File: src/rtl/vbi_cap_pkg.sv
package vbi_cap_pkg;

  localparam int VBI_LINE_W  = 9;
  localparam int VBI_MASK_W  = 32;
  localparam int VBI_START_W = 8;
  localparam int VBI_DATA_W  = 8;

  localparam logic [7:0] HDR_LEAD = 8'hFF;
  localparam logic [7:0] HDR_TAIL = 8'h00;

  typedef enum logic [1:0] {
    PH_IDLE,
    PH_WAIT,
    PH_HDR,
    PH_DATA
  } vbi_phase_e;

  // Guard bits: bit 6 is the even parity of the payload, bit 7 its inverse.
  function automatic logic [7:0] guard_byte(input logic [5:0] payload);
    logic p;
    p = ^payload;
    return {~p, p, payload};
  endfunction

endpackage

File: src/rtl/vbi_ctl_shadow.sv
module vbi_ctl_shadow #(
  parameter int START_W = 8,
  parameter int MASK_W  = 32,
  parameter logic [START_W-1:0] START_RST = 8'h7A
) (
  input  logic               clk,
  input  logic               rst,
  input  logic               load,
  input  logic               in_all,
  input  logic               in_odd,
  input  logic               in_even,
  input  logic               in_hdr,
  input  logic [START_W-1:0] in_start,
  input  logic [MASK_W-1:0]  in_mask,
  output logic               sh_all,
  output logic               sh_odd,
  output logic               sh_even,
  output logic               sh_hdr,
  output logic [START_W-1:0] sh_start,
  output logic [MASK_W-1:0]  sh_mask
);

  always_ff @(posedge clk) begin
    if (rst) begin
      sh_all   <= 1'b0;
      sh_odd   <= 1'b0;
      sh_even  <= 1'b0;
      sh_hdr   <= 1'b0;
      sh_start <= START_RST;
      sh_mask  <= '0;
    end else if (load) begin
      sh_all   <= in_all;
      sh_odd   <= in_odd;
      sh_even  <= in_even;
      sh_hdr   <= in_hdr;
      sh_start <= in_start;
      sh_mask  <= in_mask;
    end
  end

endmodule

File: src/rtl/vbi_line_select.sv
module vbi_line_select #(
  parameter int LINE_W = 9,
  parameter int MASK_W = 32
) (
  input  logic              all_mode,
  input  logic              odd_en,
  input  logic              even_en,
  input  logic              field_even,
  input  logic              eq_line,
  input  logic [LINE_W-1:0] line_num,
  input  logic [MASK_W-1:0] mask,
  output logic              take
);

  localparam int IDX_W = (MASK_W > 1) ? $clog2(MASK_W) : 1;

  logic field_ok;
  logic in_range;
  logic mask_hit;

  always_comb begin
    field_ok = field_even ? even_en : odd_en;
    in_range = (line_num < LINE_W'(MASK_W));
    mask_hit = in_range && mask[line_num[IDX_W-1:0]];
    take     = field_ok && (all_mode ? !eq_line : mask_hit);
  end

endmodule

File: src/rtl/vbi_header_gen.sv
module vbi_header_gen #(
  parameter int LINE_W = 9
) (
  input  logic              field_even,
  input  logic [LINE_W-1:0] line_num,
  input  logic [1:0]        slot,
  output logic [7:0]        hdr_byte
);
  import vbi_cap_pkg::*;

  logic [7:0] table_q [4];
  logic [5:0] pay_hi;
  logic [5:0] pay_lo;

  always_comb begin
    pay_hi = {field_even, line_num[LINE_W-1:LINE_W-5]};
    pay_lo = {2'b00, line_num[3:0]};
  end

  for (genvar g = 0; g < 4; g++) begin : g_slot
    if (g == 0) begin : g_lead
      assign table_q[g] = HDR_LEAD;
    end else if (g == 1) begin : g_hi
      assign table_q[g] = guard_byte(pay_hi);
    end else if (g == 2) begin : g_lo
      assign table_q[g] = guard_byte(pay_lo);
    end else begin : g_tail
      assign table_q[g] = HDR_TAIL;
    end
  end

  assign hdr_byte = table_q[slot];

endmodule

File: src/rtl/vbi_line_capture.sv
module vbi_line_capture #(
  parameter int LINE_W  = vbi_cap_pkg::VBI_LINE_W,
  parameter int MASK_W  = vbi_cap_pkg::VBI_MASK_W,
  parameter int START_W = vbi_cap_pkg::VBI_START_W,
  parameter int DATA_W  = vbi_cap_pkg::VBI_DATA_W,
  parameter logic [START_W-1:0] START_RST = 8'h7A
) (
  input  logic               clk,
  input  logic               rst,
  input  logic               smp_valid,
  input  logic [DATA_W-1:0]  smp_data,
  input  logic               hs_pulse,
  input  logic               field_even,
  input  logic [LINE_W-1:0]  line_num,
  input  logic               eq_line,
  input  logic               ctl_all,
  input  logic               ctl_odd_en,
  input  logic               ctl_even_en,
  input  logic               ctl_pre_en,
  input  logic [START_W-1:0] ctl_start,
  input  logic [MASK_W-1:0]  ctl_mask,
  output logic [DATA_W-1:0]  out_byte,
  output logic               out_valid,
  output logic               out_sol
);
  import vbi_cap_pkg::*;

  localparam int CNT_W = START_W + 1;

  logic               sh_all, sh_odd, sh_even, sh_hdr;
  logic [START_W-1:0] sh_start;
  logic [MASK_W-1:0]  sh_mask;
  logic               take;

  vbi_phase_e         phase;
  logic [CNT_W-1:0]   wait_cnt;
  logic [CNT_W-1:0]   dly_q;
  logic               hdr_q;
  logic [1:0]         slot_q;
  logic [LINE_W-1:0]  line_q;
  logic               field_q;
  logic [7:0]         hdr_byte;

  vbi_ctl_shadow #(
    .START_W(START_W), .MASK_W(MASK_W), .START_RST(START_RST)
  ) u_shadow (
    .clk(clk), .rst(rst), .load(hs_pulse),
    .in_all(ctl_all), .in_odd(ctl_odd_en), .in_even(ctl_even_en),
    .in_hdr(ctl_pre_en), .in_start(ctl_start), .in_mask(ctl_mask),
    .sh_all(sh_all), .sh_odd(sh_odd), .sh_even(sh_even),
    .sh_hdr(sh_hdr), .sh_start(sh_start), .sh_mask(sh_mask)
  );

  vbi_line_select #(
    .LINE_W(LINE_W), .MASK_W(MASK_W)
  ) u_select (
    .all_mode(sh_all), .odd_en(sh_odd), .even_en(sh_even),
    .field_even(field_even), .eq_line(eq_line), .line_num(line_num),
    .mask(sh_mask), .take(take)
  );

  vbi_header_gen #(
    .LINE_W(LINE_W)
  ) u_header (
    .field_even(field_q), .line_num(line_q), .slot(slot_q),
    .hdr_byte(hdr_byte)
  );

  always_ff @(posedge clk) begin
    if (rst) begin
      phase     <= PH_IDLE;
      wait_cnt  <= '0;
      dly_q     <= '0;
      hdr_q     <= 1'b0;
      slot_q    <= '0;
      line_q    <= '0;
      field_q   <= 1'b0;
      out_byte  <= '0;
      out_valid <= 1'b0;
      out_sol   <= 1'b0;
    end else begin
      out_valid <= 1'b0;
      out_sol   <= 1'b0;
      if (hs_pulse) begin
        phase    <= take ? PH_WAIT : PH_IDLE;
        wait_cnt <= '0;
        slot_q   <= '0;
        dly_q    <= {sh_start, 1'b0};
        hdr_q    <= sh_hdr;
        line_q   <= line_num;
        field_q  <= field_even;
      end else if (smp_valid) begin
        unique case (phase)
          PH_WAIT: begin
            if (wait_cnt != dly_q) begin
              wait_cnt <= wait_cnt + 1'b1;
            end else begin
              out_valid <= 1'b1;
              out_sol   <= 1'b1;
              if (hdr_q) begin
                out_byte <= DATA_W'(hdr_byte);
                slot_q   <= 2'd1;
                phase    <= PH_HDR;
              end else begin
                out_byte <= smp_data;
                phase    <= PH_DATA;
              end
            end
          end
          PH_HDR: begin
            out_valid <= 1'b1;
            out_byte  <= DATA_W'(hdr_byte);
            slot_q    <= slot_q + 2'd1;
            if (slot_q == 2'd3) phase <= PH_DATA;
          end
          PH_DATA: begin
            out_valid <= 1'b1;
            out_byte  <= smp_data;
          end
          default: ;
        endcase
      end
    end
  end

endmodule

File: config.mk
export PLATFORM = sky130hd
export DESIGN_NAME = vbi_line_capture
export DESIGN_NICKNAME = d
export VERILOG_FILES = /design/src/rtl/vbi_cap_pkg.sv /design/src/rtl/vbi_ctl_shadow.sv /design/src/rtl/vbi_line_select.sv /design/src/rtl/vbi_header_gen.sv /design/src/rtl/vbi_line_capture.sv
export SDC_FILE = /design/constraint.sdc
export NUM_CORES = 1
export LEC_CHECK = 0
export BUFFER_PORTS_ARGS = -buffer_cell sky130_fd_sc_hd__buf_2
export CAP_MARGIN = 20
export CORE_MARGIN = 5
export CORE_UTILIZATION = 30
export DETAILED_ROUTE_END_ITERATION = 8
export PLACE_DENSITY_LB_ADDON = 0.2
export SYNTH_ARGS = -nofsm -noshare
export SYNTH_HDL_FRONTEND = slang
export SYNTH_SLANG_ARGS = --single-unit
File: constraint.sdc
create_clock -name clk -period 1.44 [get_ports clk]
set_input_delay 0.144 -clock clk [delete_from_list [all_inputs] [get_ports clk]]
set_output_delay 0.144 -clock clk [all_outputs]
set_load 0.05 [all_outputs]
; ---- Yosys cells after proc, flatten, opt, wreduce, memory -nomap -nowiden
; Cells that the tools add are included.
[classes]
add_sub_neg = 2
magnitude_cmp = 3
eq_ne = 9
n_mux = 22
n_bitwise = 6
n_reduce_logical = 17
[ops]
columns = op, n
row1 = $mux 8, 4
row2 = $pmux 8 s3, 1
row3 = $bmux 8 s2, 1
row4 = $mux 2, 6
row5 = $reduce_and 4->1, 3
row6 = $reduce_xor 6->1, 2
row7 = $add 9x1->9 const B, 1
row8 = $lt 9x6->1 const B, 1
row9 = $ne 9x9->1, 1
row10 = $pmux 2 s2, 2
row11 = $eq 2x2->1 const B, 3
row12 = $lt 5x6->1 const B, 1
row13 = $mux 1, 6
row14 = $ne 3x3->1 const B, 2
row15 = $reduce_bool 3->1, 2
row16 = $bmux 1 s5, 1
row17 = $not 1->1, 5
row18 = $ne 2x2->1 const B, 2
row19 = $reduce_bool 2->1, 2
row20 = $reduce_or 2->1, 2
row21 = $reduce_or 4->1, 1
row22 = $ge 3x3->1 const B, 1
row23 = $not 2->3, 1
row24 = $reduce_and 3->1, 1
row25 = 6 further kinds, 7
[word_totals]
reg_bits = 86
output_inout_bits = 10
elab_cells = 75

; ---- Depth between registers and ports, before layout
[depth]
word_depth = 8
ltp_mapped = 7
mapped_depth_nobuf = 5

; ---- Modules after synthesis
; Synthesis repeated with hierarchy kept, for this count alone.
[unflattened]
hier_cells = 403
hier_area_um2 = 4101.4
[by_module_without_submodules]
columns = module, instances, cells_per_inst, area_each_um2, seq_area_each_um2
row1 = vbi_line_capture, 1, 206, 1938.1, 840.8
row2 = vbi_ctl_shadow, 1, 142, 1616.6, 880.8
row3 = vbi_line_select, 1, 31, 361.6, 0.0
row4 = vbi_header_gen, 1, 24, 185.2, 0.0

; ---- Worst setup path before layout
; No wires, ideal clock.
[synth_timing]
path_type = reg-to-reg
start = reg wait_cnt[3]
end = reg phase[0]
setup_time_ns = 0.131
arrival_time_ns = 1.412
path_slack_ns = -0.104
path_stages_with_launch = 6
n_path_buf = 0
synth_period_minus_slack_ns = 1.544
path_cell_list = dfxtp_1 xor2_1 nor4_2 and4_2 and4_1 o32ai_1
[synth_via]
elab_chain_cells = 3
[synth_rtl]
columns = element, line_no
row1 = from (decl), vbi_line_capture.sv:36  ; logic [CNT_W-1:0] wait_cnt;
row2 = from (signal assigned), vbi_line_capture.sv:96  ; wait_cnt <= wait_cnt + 1'b1;
row3 = $ne 9x9->1, vbi_line_capture.sv:95  ; if (wait_cnt != dly_q) begin
row4 = $ne 3x3->1 (no line), -
row5 = $reduce_and 4->1 (no line), -
row6 = to (signal assigned), vbi_line_capture.sv:85  ; phase <= take ? PH_WAIT : PH_IDLE;
row7 = to (decl), vbi_line_capture.sv:35  ; vbi_phase_e phase;
; No other way between the ends.
; A chain may end at the register's enable or synchronous reset.

; ---- Final worst setup path
[layout_timing]
start = reg wait_cnt[1]
end = reg wait_cnt[7]
[layout_via]
elab_chain_cells = 2
elab_cells_between_ends = 3
[layout_rtl]
columns = element
row1 = branches (longest 2 deep; another with $add 9x1->9)
; Several ways; the timed one is not identified.

==> summary.md <==
| Metric | Value |
|---|---|
| Status | finished, violations left |
| Cells along the critical path | xor2_2, buf_4, nor3_4, a31o_4, or4_1, nand2_1 |
| Hold WS | 19.5 ps |
| Startpoint types | flop |
| CP peak stage delay | roughly 460 ps |
| Adder-cell share of the synthesized area | less than 1% |
| Routed len/inst | about 14 um |
| Compound-Gate Fraction of Synth Area | a little over a tenth |
| Post-synth EDFFs | 0 |
| Die height | ~120 um |
| Fin Setup TNS | -2000 ps |
| H-tree lvl count | 3 |
| HPWL after DPL | 7240 um |
| Via count | roughly 3,200 |
| Syn nets | about 470 |
| Distinct cells, synth | between 50 and 60 |
| Vias in the first global route | 3,119 |
| Sw Ratio | 23.1% |
| Cell family with most CP delay | simple AND/OR/NAND/NOR gates |
| Dpl ws | -234 ps |
| DRT Wirelength | around 9800 um |
| Design Power | between 5 and 6 mW |
| Nets | between 500 and 600 |
| CTS clk-pin slew, worst paths | ~60 ps |
| Max cap viols | 0 |
| Pre-antenna DRT Iters | 4 |
| RSZ-0062 raised after global routing | true |
| Hold Crit Class | in2reg |
| Clock Latency Late Sink | 330 ps |
| Mapped Area | 3910 um^2 |
| Fraction of synthesized area in multiplexers | a little over a fifth |
| CTS Buffer Depth | 2 |
| Core area | between 10,000 and 15,000 um^2 |
| IO Pins | between 70 and 80 |
| Slew @ Worst Pin | 478 ps |
| Register area share after synthesis | between 40 and 50% |
| Crit Reg-Reg Endpoint | wait_cnt[7] |
| Power density cells | between 1000 and 1500 nW/um^2 |
| Psw | 1.28 mW |
| Total track usage | about an eighth |
| Int Pwr | between 4 and 5 mW |
| Vias/cell | roughly 4.7 |
| Final worst path period share | 112% |
| Peak VDD IR | 0.000477 V |
| Crit path kind | reg2reg |
| Largest family of logic cells by synthesized area | multiplexers |
| Worst Skew | approximately 6.5 ps |
| Sequential power share | 46.3% |
| CP Data Required Time | 1710 ps |
| Largest net degree at the start of global routing | 60 |
| Top_reg_cell synth | dfxtp_1 |
| Die Wd | about 120 um |
| Highest clock rate | just over 0.6 GHz |
| Simple-gate share of the synthesized area | between 10% and 20% |
| Most common cell after layout, fill and taps aside | buf_2 |
| First-pass GRT wire length | 15,800 um |
| Syn avg cell area | approximately 9.8 um^2 |
| R2R depth | 6 |
| Placement Rows | around 40 |
| Worst Path Arrival | 1880 ps |
| Setup repair bufs after CTS | 0 |
| Yosys warns | 0 |
| # setup viols final | 20 |
| Commonest cells after routing, fill and taps aside | 75 x buf_2, 74 x nor2_1, 72 x dfxtp_1, 62 x mux2i_1, 37 x buf_4 |
| WHS Endpoint | u_shadow.sh_start[3] |
| Share of cells above drive strength 1 | 36.8% |
| Yosys reg bits | between 80 and 90 |
| Congestion Overflow GR | 0 |
| Combinational power share | a little under an eighth |
| # hold bufs at CTS | 0 |
| Num CTS Buffers | 9 |
| Min-delay src | ctl_start[3] |
| Crit-path slowest cell | or4_1 |
| Final Non-Filler Cells | ~680 |
| Initial antenna violation count | 1 |
| Ys async rst share | 0% |
| Failing checks | negative setup slack |
| Clock Sinks | between 80 and 90 |
| Initial drt markers | 100 |
| Leakage | 2.32 nW |
| Root Driver | clkbuf_16 |
| FF-to-FF Start | wait_cnt[1] |
| IO buf count | 76 |
| Gpl congestion | just over 0.8 |
| # DRC | 0 |
| Final hold violation count | 0 |
| Die Footprint | 15,400 um^2 |
| Critical Path Fanout Max | 5 |
| Clock power share | a little over two fifths |
| Slew headroom | roughly two thirds |
| Worst hold path depth | 2 |
| CTS tree | done |
| Setup ws final | -175 ps |
| Crit path time final | roughly 1600 ps |
| CP endpoint kind | flop |
| Post-Syn Instances | about 400 |
| Max Slew Vio Count | 0 |
| Area growth syn-to-layout | 32.9% |
| Synth Area in XOR/XNOR | 3.81% |
| Antenna Cells | 0 |
| Final ANT Viol Nets | 0 |
| R2r setup slk | -180 ps |
| Worst path bufs/invs | 1 |
| Dpl cells | 661 |
| Initial Util | 30.8% |
[per-layer routing]
metal / vias to the layer above / track usage (%) / routed length, um
met1: 1480 / 18.3 / 4690
met2: 66 / 19.9 / 4510
met4: 2 / 4.31 / 84
met3: 7 / 3.91 / 542
li1: 1616 / - / -
met5: - / 0 / 7
[flip-flops by register name (all words and copies together) (netlist names)]
register           flops
out_sol                1
out_valid              1
dly_q                  8
line_q                 9
hdr_q                  1
u_shadow.sh_mask      32
u_shadow.sh_all        1
wait_cnt               9
u_shadow.sh_hdr        1
field_q                1
u_shadow.sh_odd        1
slot_q                 2
out_byte               8
phase                  2
u_shadow.sh_start      8
u_shadow.sh_even       1
[cell usage after synthesis (9+ instances only)]
| cell | number | area [um^2] |
|---|---|---|
| dfxtp_1 | 86 | 1720 |
| nor2_1 | 75 | 282 |
| mux2i_1 | 62 | 621 |
| a21oi_1 | 15 | 75.1 |
| clkbuf_1 | 12 | 45.0 |
| nand2_1 | 12 | 45.0 |
| a211o_1 | 10 | 87.6 |
| buf_2 | 9 | 45.0 |
| nor2b_1 | 9 | 56.3 |
| xor2_1 | 9 | 78.8 |
[layout make-up]
cell class              instances  area (um^2)
fillers                      1254         7480
multi-input cells             284         2190
flip-flops and latches         86         1740
repair buffers                116          724
clock buffers                  13          260
well taps                     172          215
clock inverters                 3         42.5
inverters                       4         15.0
[cells by family after synthesis]
family / Yosys count
AND/OR/NAND/NOR: 134
multiplexers: 72
flip-flops: 86
XOR/XNOR: 17
buffers and inverters: 28
AO/OA/AOI/OAI: 58
adder cells (fa/ha/maj): 2
[through the flow]
stage | util, % | area, um^2
5_1_grt | 41.0 | 5190
3_3_place_gp | 37.9 | 4800
2_1_floorplan | - | 4000
6_report | 41.0 | 5190
3_5_place_dp | 37.9 | 4800
4_1_cts | 40.6 | 5140
[timing repair]
item | CTS | global route
endpoints found under the setup margin | 21 | 22
pin swaps | 3 | 16
gates cloned | 0 | 1
resized for setup | 6 | 12
[worst max path at each step]
stage,startpoint,endpoint,slack [ps],depth (start not counted)
2_1_floorplan,wait_cnt[4],phase[0],-30,5
3_3_place_gp,dly_q[8],wait_cnt[7],-180,5
3_5_place_dp,dly_q[1],out_byte[7],-230,6
4_1_cts,dly_q[1],wait_cnt[7],-180,6
5_1_grt,wait_cnt[4],phase[0],-230,5
6_report,wait_cnt[1],wait_cnt[7],-180,6
[power by group through the flow]
stage               Clock [mW]  Combinational (mW)  Sequential [mW]
detailed placement           0               0.621             2.61
floorplan                    0               0.407             2.59
global route              2.52               0.702             2.57
finish                    2.34               0.632             2.56
CTS                       2.41               0.630             2.56
global placement             0               0.607             2.61
[worst register-to-register path: cells and delay by family (launching register included)]
family,cells,cell delay (ps)
AOI/OAI and AO/OA,1,280
and+or+nand+nor,3,610
buffers and inverters,1,150
DFF,1,350
xor gates and xnor gates,1,170
(Power assumes the default switching activity.)
